<file path="config.mk">
export PLATFORM = sky130hd
export DESIGN_NAME = pause_holdoff
export DESIGN_NICKNAME = d
export VERILOG_FILES = /design/src/rtl/pause_holdoff_pkg.sv /design/src/rtl/pause_ev_decode.sv /design/src/rtl/pause_countdown.sv /design/src/rtl/xon_counter.sv /design/src/rtl/pause_holdoff.sv
export SDC_FILE = /design/constraint.sdc
export NUM_CORES = 1
export LEC_CHECK = 0
export BUFFER_PORTS_ARGS = -buffer_cell sky130_fd_sc_hd__buf_2
export CORE_MARGIN = 2
export CORE_UTILIZATION = 49
export DETAILED_ROUTE_END_ITERATION = 7
export PLACE_DENSITY_LB_ADDON = 0.1
export SLEW_MARGIN = 40
export SYNTH_ARGS = -nofsm -noshare
export SYNTH_HDL_FRONTEND = slang
export SYNTH_SLANG_ARGS = --single-unit
</file>
<file path="constraint.sdc">
create_clock -name clk -period 1.7 [get_ports clk]
set_clock_uncertainty 0.05 [all_clocks]
set_input_delay 0 -clock clk [delete_from_list [all_inputs] [get_ports clk]]
set_output_delay 0 -clock clk [all_outputs]
set_load 0.01 [all_outputs]
</file>
<file path="src/rtl/pause_holdoff_pkg.sv">
package pause_holdoff_pkg;
    typedef enum logic [1:0] {
        EV_NONE  = 2'd0,
        EV_PAUSE = 2'd1,
        EV_XON   = 2'd2,
        EV_OFF   = 2'd3
    } pause_ev_t;
endpackage

</file>
<file path="src/rtl/pause_ev_decode.sv">
module pause_ev_decode
    import pause_holdoff_pkg::*;
#(
    parameter int TW = 16
) (
    input  logic          fc_rx_en,
    input  logic          pause_vld,
    input  logic [TW-1:0] pause_time,
    output pause_ev_t     ev
);
    always_comb begin
        if (!fc_rx_en)
            ev = EV_OFF;
        else if (pause_vld && (pause_time != '0))
            ev = EV_PAUSE;
        else if (pause_vld)
            ev = EV_XON;
        else
            ev = EV_NONE;
    end
endmodule

</file>
<file path="src/rtl/pause_countdown.sv">
module pause_countdown
    import pause_holdoff_pkg::*;
#(
    parameter int TW = 16
) (
    input  logic          clk,
    input  logic          rst_n,
    input  pause_ev_t     ev,
    input  logic [TW-1:0] load_val,
    input  logic          tick,
    output logic          hold
);
    typedef struct packed {
        logic          hold;
        logic [TW-1:0] left;
    } cd_state_t;

    cd_state_t st_d, st_q;

    always_comb begin
        st_d = st_q;
        unique case (ev)
            EV_OFF: begin
                st_d.hold = 1'b0;
                st_d.left = '0;
            end
            EV_PAUSE: begin
                st_d.hold = 1'b1;
                st_d.left = load_val;
            end
            EV_XON: begin
                st_d.hold = 1'b0;
                st_d.left = '0;
            end
            default: begin
                if (st_q.hold && tick) begin
                    st_d.left = st_q.left - 1'b1;
                    if (st_q.left == TW'(1))
                        st_d.hold = 1'b0;
                end
            end
        endcase
    end

    always_ff @(posedge clk) begin
        if (!rst_n)
            st_q <= '0;
        else
            st_q <= st_d;
    end

    assign hold = st_q.hold;

    p_load_r2: assert property (@(posedge clk) disable iff (!rst_n)
        ev == EV_PAUSE |=> st_q.hold && st_q.left == $past(load_val));
    p_reload_r4: assert property (@(posedge clk) disable iff (!rst_n)
        st_q.hold && ev == EV_PAUSE |=> st_q.left == $past(load_val));
    p_tick_dec_r3: assert property (@(posedge clk) disable iff (!rst_n)
        st_q.hold && tick && ev == EV_NONE |=> st_q.left == $past(st_q.left) - 1'b1);
    p_nonzero_r3: assert property (@(posedge clk) disable iff (!rst_n)
        st_q.hold |-> st_q.left != '0);
    p_xon_release_r5: assert property (@(posedge clk) disable iff (!rst_n)
        ev == EV_XON |=> !st_q.hold);
    p_off_r6: assert property (@(posedge clk) disable iff (!rst_n)
        ev == EV_OFF |=> !st_q.hold);
    p_no_spurious_r9: assert property (@(posedge clk) disable iff (!rst_n)
        !st_q.hold && ev != EV_PAUSE |=> !st_q.hold);
endmodule

</file>
<file path="src/rtl/xon_counter.sv">
module xon_counter #(
    parameter int CW = 16
) (
    input  logic          clk,
    input  logic          rst_n,
    input  logic          inc,
    input  logic          clr,
    output logic [CW-1:0] count
);
    localparam logic [CW-1:0] CMAX = '1;

    typedef struct packed {
        logic [CW-1:0] cnt;
    } cnt_state_t;

    cnt_state_t cs_d, cs_q;

    always_comb begin
        cs_d = cs_q;
        if (clr)
            cs_d.cnt = '0;
        else if (inc && cs_q.cnt != CMAX)
            cs_d.cnt = cs_q.cnt + 1'b1;
    end

    always_ff @(posedge clk) begin
        if (!rst_n)
            cs_q <= '0;
        else
            cs_q <= cs_d;
    end

    assign count = cs_q.cnt;

    p_sat_r7: assert property (@(posedge clk) disable iff (!rst_n)
        cs_q.cnt == CMAX && !clr |=> cs_q.cnt == CMAX);
    p_clr_r8: assert property (@(posedge clk) disable iff (!rst_n)
        clr |=> cs_q.cnt == '0);
    p_inc_r5: assert property (@(posedge clk) disable iff (!rst_n)
        inc && !clr && cs_q.cnt != CMAX |=> cs_q.cnt == $past(cs_q.cnt) + 1'b1);
    p_idle_r6: assert property (@(posedge clk) disable iff (!rst_n)
        !inc && !clr |=> $stable(cs_q.cnt));
endmodule

</file>
<file path="src/rtl/pause_holdoff.sv">
module pause_holdoff
    import pause_holdoff_pkg::*;
#(
    parameter int TW = 16,
    parameter int CW = 16
) (
    input  logic          clk,
    input  logic          rst_n,
    input  logic          fc_rx_en,
    input  logic          pause_vld,
    input  logic [TW-1:0] pause_time,
    input  logic          quanta_tick,
    input  logic          cnt_clr,
    output logic          tx_off,
    output logic [CW-1:0] xon_count
);
    pause_ev_t ev;

    pause_ev_decode #(.TW(TW)) i_dec (
        .fc_rx_en  (fc_rx_en),
        .pause_vld (pause_vld),
        .pause_time(pause_time),
        .ev        (ev)
    );

    pause_countdown #(.TW(TW)) i_cd (
        .clk     (clk),
        .rst_n   (rst_n),
        .ev      (ev),
        .load_val(pause_time),
        .tick    (quanta_tick),
        .hold    (tx_off)
    );

    xon_counter #(.CW(CW)) i_cnt (
        .clk  (clk),
        .rst_n(rst_n),
        .inc  (ev == EV_XON),
        .clr  (cnt_clr),
        .count(xon_count)
    );

    p_disabled_r6: assert property (@(posedge clk) disable iff (!rst_n)
        !fc_rx_en |=> !tx_off);
    p_dis_count_r6: assert property (@(posedge clk) disable iff (!rst_n)
        !fc_rx_en && !cnt_clr |=> $stable(xon_count));
endmodule

</file>
Yosys cells after proc, flatten, opt, wreduce, memory -nomap -nowiden
Index checks and enable logic that the tools add are counted.
{ "totals": {"inputBits": 22, "reg_bits": 33, "elab_cells": 26, "out_inout_bits": 17} }
{ "op_classes": {"muxes": 6, "n_eq_ne": 5, "bitwise_logic": 1, "n_reduce_logical": 9, "addsub": 2} }
{ "ops": {"columns": ["op", "count"], "rows": [
  ["case mux 17 bit (2 select lines)", 1],
  ["2-to-1 mux 17 bit", 1],
  ["adder 16 x 1 -> 16 bit (second input constant)", 1],
  ["== test 16 x 1 -> 1 bit (second input constant)", 1],
  ["!= test 16 bit (second input constant)", 1],
  ["nonzero test 16 bit", 1],
  ["subtractor 16 x 1 -> 16 bit (second input constant)", 1],
  ["2-to-1 mux 2 bit", 3],
  ["nonzero test 3 bit", 2],
  ["== test 2 bit (second input constant)", 2],
  ["OR reduction 2 bit", 2],
  ["logical AND 1 bit", 3],
  ["== test 2 x 1 -> 1 bit (second input constant)", 1],
  ["AND reduction 2 bit", 1],
  ["2-to-1 mux 1 bit", 1],
  ["inverter 1 bit", 1]
]} }

Longest topological paths before layout
{ "depth": {"ltp_word": 8, "depth_mapped": 7, "mapped_depth_nobuf": 7} }

Hierarchy
From an unflattened synthesis, not the netlist that was laid out.
{ "hier_totals": {"cells_unflattened": 238, "area_unflattened_um2": 2112.0} }
{ "modules_own_cells": {"columns": ["module", "area_per_inst_um2", "seq_area_each_um2", "n_inst", "cells_per_inst"], "rows": [
  ["pause_countdown", 1183.6, 340.3, 1, 138],
  ["xon_counter", 864.6, 320.3, 1, 91],
  ["pause_ev_decode", 50.0, 0.0, 1, 8],
  ["pause_holdoff", 13.8, 0.0, 1, 1]
]} }

Worst setup path after synthesis
No wires, ideal clock.
{ "synth_path": {"path_kind": "register to register", "startpoint": "register i_cd.st_q[2] (netlist name)", "endpoint": "register i_cd.st_q[8] (netlist name)", "setup_ns": 0.129, "path_stages_with_launch": 6, "n_path_buf": 0, "t_required_ns": 1.521, "synth_period_minus_slack_ns": 1.838, "setup_slack_ns": -0.138, "t_arrival_ns": 1.659, "path_cell_list": "dfxtp_1 -> or4_1 -> or4_1 -> xnor2_1 -> a22oi_1 -> a21oi_1"} }
{ "synth_between": {"elab_chain_len": 3} }
{ "synth_lines": {"columns": ["item", "line", "source"], "rows": [
  ["start, declared", "pause_countdown.sv:18", "cd_state_t st_d, st_q;"],
  ["start signal, assigned", "pause_countdown.sv:49", "st_q <= st_d;"],
  ["subtractor 16 x 1 -> 16 bit", "pause_countdown.sv:37", "st_d.left = st_q.left - 1'b1;"],
  ["2-to-1 mux 17 bit", "pause_countdown.sv:36", "if (st_q.hold && tick) begin"],
  ["case mux 17 bit (2 select lines)", "pause_countdown.sv:22", "unique case (ev)"]
]} }
No other way between the ends. The select of a mux whose other input is x is not followed.
A chain may end at the register's enable or synchronous reset.

Worst setup path in the final report
Same ends and word-level chain as after synthesis.

==> impl_metrics.ini <==
[run_status]
status = finished, violations left
violations = negative hold slack, negative setup slack

[route]
drt_iter0_drc = 119
finalWirelength_um = 6527
via_count = 2341
routed-wl-met3_um = 335
top_layer = met4
wl_per_cell_um = 16.44
route.detailed.drc = 0
viasPerCell = 5.897
drtAntennaViolNets = 0
drt-pass1-iter-count = 4
wl_met1_um = 2653
wl_met2_um = 3407

[floorplanning]
die_w_um = 66.71
initial_core_util = 0.5185
die_area_mm2 = 0.004450
ioPinCount = 39
die_height_um = 66.71
fp.coreArea_mm2 = 0.003716
rows = 22

[power]
p_seq_frac = 0.370
p_sw_frac = 0.2653
irDropWorstVdd_mv = 0.6968
clkPwrFrac = 0.408
p_leak_uw = 0.001288
p_sw_uw = 586.0
p_total_uw = 2209
combPwrFrac = 0.222
p_per_area_mw_per_mm2 = 731.6
p_int_uw = 1623

[global_route]
grt.total_usage = 0.2791
antenna_found_initial = 0
grt_max_degree = 18
grt_pass1_vias = 2130
grt.overflow.total = 0
grt_pass1_wl_um = 9370

[worst_setup_path]
startpoint_type = flop
critPathRequiredTime_ps = 1810
cpMostUsedCell = or4_4
slowest_delay_ps = 550
path_cells = or4_4 -> or4_4 -> xnor2_1 -> a22oi_1 -> a21oi_1
worst_path_max_delay_cell = or4_4
endpoint_kind = flop
reg2regPathDepth = 5
regToRegStartpoint = i_cd.st_q[2]
path_class = reg2reg
r2r_slack_ps = -190
r2r-end = i_cd.st_q[8]
path_depth = 5
critical_path_arrival_ps = 2000
path_buf_inv = 0
crit_family = simple AND/OR/NAND/NOR gates
critical_path_peak_fanout = 2

[synthesis]
synth-seq-cells = 33
yosysSeqAreaShare = 0.3429
synth_edf_count = 0
syn_area_mm2 = 0.001927
async_flop_share = 0
syn_area_per_cell_um2 = 7.865
synth_ff_type = dfxtp_1
synth_warnings = 0
synthCells = 245
ys_types = 42
synth_fp_nets = 270

[place]
place_inst = 370
placed_cell_area_mm2 = 0.002551
io_buffers = 38
dp_slack_ps = -136.4
hpwl_um = 4066
gp_congestion = 0.8655

[finish]
final_cells = 397
layout_commonest_cell = buf_4
fin_nets = 373
area_delta_synth_final_pct = 56.69
n_antenna_cell = 0
design_area_mm2 = 0.003019
mostFrequentLayoutCells = 59 x buf_4, 38 x buf_2, 27 x a21oi_1
fillers = 245
drive_above_1_share = 0.4499

[timing]
finalHoldViolations = 1
worst_slew_pin_slew_ps = 553.7
hold_ws_ps = -5.043
period_needed_ps = 1892
finalSetupViolCount = 12
max_clock_freq_ghz = 0.5284
fin_crit_sh = 1.113
timing.final.ws_setup_ps = -192.4
slew_violations = 0
slew_headroom = 0.6299
rsz0062_at_grt = true

[worst_hold_path]
min_path_type = in2reg
hold_path_end = i_cd.st_q[15]
min_from = pause_time[15]
min_path_cells = 3

[clocking]
insertion_delay_ps = 290
clockBufferDepth = 2
cts.sinks = 33
cts_tree = done
numCtsBuffers = 5
cts-htree-levels = 2
clkTransAtPathRegs_ps = 70
root_buffer = clkbuf_8

[flow_run]
max-cap-violations = 0
[worst max-delay path by stage]
stage	start	end	slack [ps]
after floorplan	i_cd.st_q[2]	i_cd.st_q[8]	-120
after global placement	pause_time[8]	i_cnt.count[6]	-110
after detailed placement	pause_time[8]	i_cnt.count[8]	-140
after CTS	i_cd.st_q[2]	i_cd.st_q[8]	-130
after global routing	i_cd.st_q[2]	i_cd.st_q[8]	-270
final	i_cd.st_q[2]	i_cd.st_q[8]	-190
[power groups by stage]
stage               logic (uW)  clock network, uW  registers, uW
detailed placement         389                  0            831
finish                     491                901            817
global placement           384                  0            831
CTS                        416                896            815
floorplan                  216                  0            837
global route               526                931            820
[cell usage after synthesis (4+ instances only)]
cell type / number / area [um2]
a21oi_1: 33 / 165.2
dfxtp_1: 33 / 660.6
nand2_1: 25 / 93.84
nor2_1: 18 / 67.56
o21ai_0: 15 / 75.07
nor3_1: 11 / 55.05
clkbuf_1: 9 / 33.78
nand4_1: 9 / 56.30
inv_1: 7 / 26.28
a31oi_1: 6 / 37.54
or3_1: 6 / 37.54
xnor2_1: 6 / 52.55
mux2i_1: 5 / 50.05
nor4_1: 5 / 31.28
nor4_2: 5 / 62.56
a31o_2: 4 / 35.03
nand3_1: 4 / 20.02
or4_1: 4 / 30.03
[worst reg2reg max path: cells and delay by family (launching register included)]
family | cells | cell delay, ps
simple gates | 2 | 990
compound gates | 2 | 250
xor+xnor | 1 | 150
flops | 1 | 320
[cell type report]
| cell class | instances | area (um2) | share of cell area |
|---|---|---|---|
| Clock buffer | 5 | 68.82 | 0.02279 |
| Clock inverter | 3 | 65.06 | 0.02155 |
| Inverter | 7 | 26.28 | 0.008703 |
| Multi-Input combinational cell | 195 | 1398 | 0.4629 |
| Sequential cell | 33 | 674.4 | 0.2234 |
| Tap cell | 48 | 60.06 | 0.01989 |
| Timing Repair Buffer | 106 | 726.9 | 0.2408 |
[what timing repair did]
action | 4_1_cts | 5_1_grt
resized for setup | 7 | 35
setup buffers | 3 | 11
setup endpoints to repair | 20 | 22
pin swaps | 4 | 15
hold buffers | 6 | 0
hold endpoints to repair | 6 | 0
[routing by layer]
| metal | up-vias | GRT usage |
|---|---|---|
| met5 | - | 0 |
| met4 | 0 | 0.1224 |
| met3 | 13 | 0.06081 |
| met2 | 68 | 0.5163 |
| met1 | 1134 | 0.3010 |
| li1 | 1126 | - |
[cell families after synthesis]
group	after synthesis	synth area share
compound gates	72	0.2273
fa+ha+maj	3	0.01948
flops	33	0.3429
xor+xnor	8	0.03637
buf+inv	17	0.03376
simple gates	107	0.3143
mux	5	0.02598
[sequential cells by signal, indices dropped and copies added, names as in the netlist]
signal / flops
i_cnt.count: 16
i_cd.st_q: 16
i_cd.hold: 1
[per-stage QoR]
step | utilization | setup TNS [ps] | hold slack [ps]
finish | 0.8125 | -948.4 | -5.043
global route | 0.8125 | -1940 | 43.19
CTS | 0.7515 | -474.4 | 3.460
detailed placement | 0.6865 | -1326 | 219.2
global placement | 0.6865 | -903.6 | 213.3
floorplan | - | -118.3 | 83.53
Note: power is estimated with default switching activity, not from simulation.
